$ cat src/rtl/fwd_pkg.sv
package fwd_pkg;
  // Operand source codes; the execute stage decodes these values.
  typedef enum logic [1:0] {
    SRC_RF  = 2'b00,
    SRC_WB  = 2'b01,
    SRC_MEM = 2'b10
  } fwd_src_e;
endpackage

$ cat src/rtl/fwd_match.sv
// Detects whether one older stage holds the newest value of one source register.
module fwd_match #(
  parameter int AW = 5
) (
  input  logic [AW-1:0] src_idx,
  input  logic [AW-1:0] dst_idx,
  input  logic          wr_en,
  output logic          hit
);
  localparam logic [AW-1:0] ZERO_REG = '0;

  logic dst_live;
  assign dst_live = wr_en && (dst_idx != ZERO_REG);
  assign hit      = dst_live && (dst_idx == src_idx);
endmodule

$ cat src/rtl/fwd_select.sv
// Priority pick between the youngest producer, the older producer and the file.
module fwd_select #(
  parameter int DW = 32
) (
  input  logic             hit_young,
  input  logic             hit_old,
  input  logic [DW-1:0]    rf_data,
  input  logic [DW-1:0]    young_data,
  input  logic [DW-1:0]    old_data,
  output fwd_pkg::fwd_src_e sel,
  output logic [DW-1:0]    data
);
  import fwd_pkg::*;

  always_comb begin
    if (hit_young)    sel = SRC_MEM;
    else if (hit_old) sel = SRC_WB;
    else              sel = SRC_RF;
  end

  always_comb begin
    unique case (sel)
      SRC_MEM: data = young_data;
      SRC_WB:  data = old_data;
      default: data = rf_data;
    endcase
  end
endmodule

$ cat src/rtl/operand_bypass.sv
module operand_bypass #(
  parameter int AW = 5,
  parameter int DW = 32
) (
  input  logic [AW-1:0] ex_src_a_idx,
  input  logic [AW-1:0] ex_src_b_idx,
  input  logic [DW-1:0] ex_rf_a_data,
  input  logic [DW-1:0] ex_rf_b_data,
  input  logic          mem_wr_en,
  input  logic [AW-1:0] mem_dst_idx,
  input  logic [DW-1:0] mem_result,
  input  logic          wb_wr_en,
  input  logic [AW-1:0] wb_dst_idx,
  input  logic [DW-1:0] wb_result,
  output logic [1:0]    sel_a,
  output logic [1:0]    sel_b,
  output logic [DW-1:0] opnd_a,
  output logic [DW-1:0] opnd_b
);
  localparam int NUM_OPS = 2;

  logic [NUM_OPS-1:0][AW-1:0] src_idx;
  logic [NUM_OPS-1:0][DW-1:0] rf_data;
  logic [NUM_OPS-1:0][DW-1:0] op_data;
  logic [NUM_OPS-1:0][1:0]    op_sel;

  assign src_idx = {ex_src_b_idx, ex_src_a_idx};
  assign rf_data = {ex_rf_b_data, ex_rf_a_data};

  for (genvar i = 0; i < NUM_OPS; i++) begin : g_op
    logic              hit_mem;
    logic              hit_wb;
    fwd_pkg::fwd_src_e sel_e;

    fwd_match #(.AW(AW)) i_match_mem (
      .src_idx (src_idx[i]),
      .dst_idx (mem_dst_idx),
      .wr_en   (mem_wr_en),
      .hit     (hit_mem)
    );

    fwd_match #(.AW(AW)) i_match_wb (
      .src_idx (src_idx[i]),
      .dst_idx (wb_dst_idx),
      .wr_en   (wb_wr_en),
      .hit     (hit_wb)
    );

    fwd_select #(.DW(DW)) i_select (
      .hit_young  (hit_mem),
      .hit_old    (hit_wb),
      .rf_data    (rf_data[i]),
      .young_data (mem_result),
      .old_data   (wb_result),
      .sel        (sel_e),
      .data       (op_data[i])
    );

    assign op_sel[i] = sel_e;
  end

  assign sel_a  = op_sel[0];
  assign sel_b  = op_sel[1];
  assign opnd_a = op_data[0];
  assign opnd_b = op_data[1];
endmodule

$ cat config.mk
export PLATFORM = sky130hd
export DESIGN_NAME = operand_bypass
export DESIGN_NICKNAME = d
export VERILOG_FILES = /design/src/rtl/fwd_pkg.sv /design/src/rtl/fwd_match.sv /design/src/rtl/fwd_select.sv /design/src/rtl/operand_bypass.sv
export SDC_FILE = /design/constraint.sdc
export NUM_CORES = 1
export LEC_CHECK = 0
export ABC_CLOCK_PERIOD_IN_PS = 1800
export BUFFER_PORTS_ARGS = -buffer_cell sky130_fd_sc_hd__buf_2
export CAP_MARGIN = 40
export CORE_MARGIN = 10
export CORE_UTILIZATION = 31
export DETAILED_ROUTE_END_ITERATION = 8
export PLACE_DENSITY = 0.77
export SYNTH_ARGS = -nofsm -noshare
export SYNTH_HDL_FRONTEND = slang
export SYNTH_HIERARCHICAL = 1
export SYNTH_SLANG_ARGS = --single-unit
$ cat constraint.sdc
create_clock -name vclk -period 1.8
set_clock_uncertainty 0.1 [all_clocks]
set_input_delay 0.36 -clock vclk [all_inputs]
set_output_delay 0.36 -clock vclk [all_outputs]
set_load 0.01 [all_outputs]
=== Yosys cells after proc, flatten, opt, wreduce, memory -nomap -nowiden ===
Cells that the tools add are included.

* Register bits: 0
* Input bits: 150
* Output and inout bits: 68
* Word-level logic and storage cells: 22

* Equality and inequality tests: 8
* Mux-type cells: 6
* Reduce and logical (&&, ||, !) cells: 8

{| class="wikitable"
|+ Operator list
! operator !! number
|-
| $pmux 32 s2 || 2
|-
| $eq 5x5->1 || 4
|-
| $reduce_bool 5->1 || 2
|-
| $logic_and 1x1->1 || 6
|-
| $eq 2x1->1 const B || 2
|-
| $eq 2x2->1 const B || 2
|-
| $mux 2 || 2
|-
| $mux 1 || 2
|}

=== Logic depth before layout (Yosys ltp) ===
* Word-level depth: 7
* Gate-level depth with buffers: 7
* Mapped depth without buffers: 5

=== Modules after synthesis ===
The synthesis kept the hierarchy.

{| class="wikitable"
|+ By module, submodules not included
! module !! instances !! cells each !! area each (um2)
|-
| fwd_select || 2 || 109 || 719.4
|-
| fwd_match || 4 || 10 || 76.3
|}

=== Worst setup path before layout ===
Ideal clock, no wire load.

* Path kind: input -> output
* Start point: in wb_dst_idx[0]
* End point: out opnd_a[0]
* Arrival: 1.447 ns
* Slack: -0.107 ns
* Stages: 7
* Buffers on the path: 2
* Cell sequence: nor4_2 o21ai_1 and4_1 buf_6 buf_12 mux2i_1 o21ai_1

* Longest elaborated chain between the ends: 7
* Elaborated cells between the ends (all ways): 9
* Those cells by class: eq/ne: 3; mux: 3; reduce/logical: 3

{| class="wikitable"
|+ RTL lines
! item !! RTL line !! text
|-
| start, declared || operand_bypass.sv:13 || <nowiki>input logic [AW-1:0] wb_dst_idx,</nowiki>
|-
| $reduce_bool 5->1 || fwd_match.sv:13 || <nowiki>assign dst_live = wr_en && (dst_idx != ZERO_REG);</nowiki>
|-
| $logic_and 1x1->1 || fwd_match.sv:13 ||
|-
| $logic_and 1x1->1 * || fwd_match.sv:14 || <nowiki>assign hit = dst_live && (dst_idx == src_idx);</nowiki>
|-
| net g_op[0].hit_wb || operand_bypass.sv:32 || <nowiki>logic hit_wb;</nowiki>
|-
| $mux 1 * || fwd_select.sv:17 || <nowiki>else if (hit_old) sel = SRC_WB;</nowiki>
|-
| $mux 2 * || fwd_select.sv:16 || <nowiki>if (hit_young) sel = SRC_MEM;</nowiki>
|-
| $eq 2x1->1 / $eq 2x2->1 (equally long branches) || fwd_select.sv:22 || <nowiki>unique case (sel)</nowiki>
|-
| $pmux 32 s2 * || fwd_select.sv:22 ||
|-
| end, declared || operand_bypass.sv:17 || <nowiki>output logic [DW-1:0] opnd_a,</nowiki>
|}

The timed path passes the listed nets; every way through them passes the cells marked *.

=== Worst setup path in the final report ===
* Start point: in ex_src_a_idx[1]
* End point: out opnd_a[3]

* Longest elaborated chain between the ends: 6
* Elaborated cells between the ends (all ways): 9
* Those cells by class: eq/ne: 4; mux: 3; reduce/logical: 2

{| class="wikitable"
|+ RTL lines
! item !! RTL line !! text
|-
| start, declared || operand_bypass.sv:5 || <nowiki>input logic [AW-1:0] ex_src_a_idx,</nowiki>
|-
| $eq 5x5->1 * || fwd_match.sv:14 ||
|-
| $logic_and 1x1->1 * || fwd_match.sv:14 ||
|-
| net g_op[0].hit_wb || operand_bypass.sv:32 ||
|-
| $mux 1 * || fwd_select.sv:17 ||
|-
| $mux 2 * || fwd_select.sv:16 ||
|-
| $eq 2x1->1 / $eq 2x2->1 (equally long branches) || fwd_select.sv:22 ||
|-
| $pmux 32 s2 * || fwd_select.sv:22 ||
|}

Marked as above.

==> impl_results.md <==
- Fmax: ~0.43 GHz
- DIE WIDTH: 95.01 um
- WP data required: about 1.3 ns
- Most frequent cell after synthesis: nand2_1
- Final core occ: roughly two thirds
- Fin. Hold Viols: 0
- Worst EP arrival: ~1.9 ns
- Initial core utilization: 31.87%
- DRT iter0 DRCs: 92
- Worst Tran Pin Value: approximately 0.23 ns
- Hold path startpoint: mem_result[30]
- Most area-consuming cells after synthesis: mux2i_1 37%, o21ai_1 18%, nand2_1 15%, buf_12 6.9%, xor2_1 6.0%
- CTS Hold Bufs: 0
- Clock period minus worst slack: between 2 and 2.5 ns
- CP cell instances: buf_8 -> xor2_2 -> nor3_2 -> and4_4 -> clkbuf_16 -> mux2i_1 -> o21ai_1 -> buf_2
- Dpl hpwl: 7891 um
- Layout cell share with drive strength beyond 1: 62.12%
- Syn Area/Cell: 6.760 sq um
- Final wirelength: 11,290 um
- Io pins: 218
- Startpoint Class: input pin
- Remaining DRCs: 0
- Outcome: finished with violations
- Static Leak: 1.627 nW
- Max Fanout on Critical Path: 6
- Setup TNS: -30.37 ns
- Non-filler instance count after layout: 563
- Final setup margin: -0.5385 ns
- Row cnt: 27
- Post-Synthesis Cells: 258
- Routability cong.: 0.9597
- Yosys cell types: 16
- # Max-Cap Violations: 0
- IO Port Bufs: 218
- Failing checks: setup timing
- Cell family with most CP delay: simple AND/OR/NAND/NOR gates
- Seq cells: 0
- CP Buf/Inv Count: 3
- GRT overflow: 0
- Area leader, netlist: mux2i_1
- Vias: slightly below 3,000
- CLK BUF: 0
- Power, Total: a little over 0.7 mW
- Final ANT Viol Nets: 0
- Min-Delay Path Class: input pin to output port
- Ys Warns: 6
- Synth top area share: 36.73%
- Pwr per Cell Area: 189.2 mW/mm^2
- CORE AREA: 0.005473 sq mm
- Critical setup path kind: input pin to output port
- Max IR drop VDD: 116.5 uV
- Layout area overhead: 113.3%
- Die Span Y: ~95 um
- Placed cells: 542
- Die footprint: 0.009027 sq mm
- Synthesized area: 0.001744 sq mm
- Drt pass-1 iters: 4
- WHS: 0.9271 ns
- Setup violators final: roughly 70
- Max incr delay on CP: 0.37 ns
- RSZ-0062 raised after global routing: yes
- Top post-synthesis cells by count: 68 x nand2_1, 64 x mux2i_1, 62 x o21ai_1
- Vias per cell: 5.172
- Period utilization: 129.9%
- Rel. slew slack: 83.94%
- Crit end category: output port
- Register area: 0 sq um
- Initial antenna violation count: 0
- Hold endpoint: opnd_b[30]
- Largest net degree at the start of global routing: 33
- First-pass GRT wire length: ~15,000 um
- Pins over their slew limit: 0
- GRT Util Overall: slightly above 20%
- Vias in the first global route: between 2,000 and 3,000
- WHS Path Cells: 4
- Seq/Total Area, Yosys: 0%
- Post-DR wirelength/cell: 20.05 um
- Nets@finish: 643
- Syn_nets: 408
- Worst path slowest cell: and4_4
- Antenna Cells: 0
## layout by cell type (no fill, tap or decap)
cell,Yosys,routed
buf_8,0,3
buf_6,2,19
o21ai_2,0,19
buf_4,2,7
buf_16,0,6
nand2_2,0,3
mux2i_4,0,2
nand2_1,68,64
o21ai_1,62,49
nor3_2,0,3
nor4_2,4,3
bufbuf_16,0,1
buf_2,12,203
and4_4,0,4
clkbuf_16,0,5
nor3_1,4,1
or2_0,4,4
buf_12,6,13
nand2_4,0,1
xor2_2,0,1
mux2i_2,0,9
nor4_4,0,1
xnor2_1,4,4
mux2i_1,64,53
nor2b_4,0,2
xor2_1,12,11
## cell families (layout without fill, tap and decap cells)
family	after synthesis	in the layout	synth area share (%)
AOI/OAI and AO/OA	68	68	19.51
and+or+nand+nor	86	86	22.81
muxes	64	64	36.73
xor gates and xnor gates	16	16	8.034
buffers and inverters	24	257	12.91
## metal layers
metal,wire [um],global-route usage [%],vias to the layer above
met3,1222,4.006,16
met1,3927,22.41,1325
met5,0,0,-
met2,5971,39.53,185
met4,165,2.494,0
li1,-,-,1386
## per-stage QoR
step / cell area [sq um] / setup WS, ns
floorplan: 1769 / -0.09624
global placement: 2953 / -0.4809
detailed placement: 2953 / -0.4973
CTS: 3422 / -0.4685
global route: 3721 / -0.5818
finish: 3721 / -0.5385
## layout make-up
| class | instances | area [sq um] |
|---|---|---|
| Tap cell | 72 | 90.09 |
| Fill cell | 448 | 1752 |
| Multi-Input combinational cell | 234 | 1720 |
| Timing Repair Buffer | 257 | 1911 |
## worst max path at each step
| stage | startpoint | to | slack, ns | cells past startpoint |
|---|---|---|---|---|
| floorplan | ex_src_a_idx[3] | opnd_a[0] | -0.1 | 7 |
| global placement | wb_dst_idx[3] | opnd_a[2] | -0.48 | 8 |
| detailed placement | wb_dst_idx[3] | opnd_a[31] | -0.50 | 8 |
| CTS | ex_src_a_idx[3] | opnd_a[31] | -0.47 | 8 |
| global route | wb_dst_idx[4] | opnd_b[21] | -0.58 | 8 |
| finish | ex_src_a_idx[1] | opnd_a[3] | -0.54 | 8 |
## power by group
part	total [mW]	leakage [nW]	switching (mW)	internal, mW
logic	0.704	1.63	0.332	0.372
registers	0	0	0	0
clock network	0	0	0	0
## timing repair
item	CTS	global route
buffers inserted	7	2
resized for setup	34	49
hold endpoints to repair	0	0
pin swaps	2	30
setup endpoints to repair	68	68
cloned	9	6
Power figures use the tool's default switching activity.
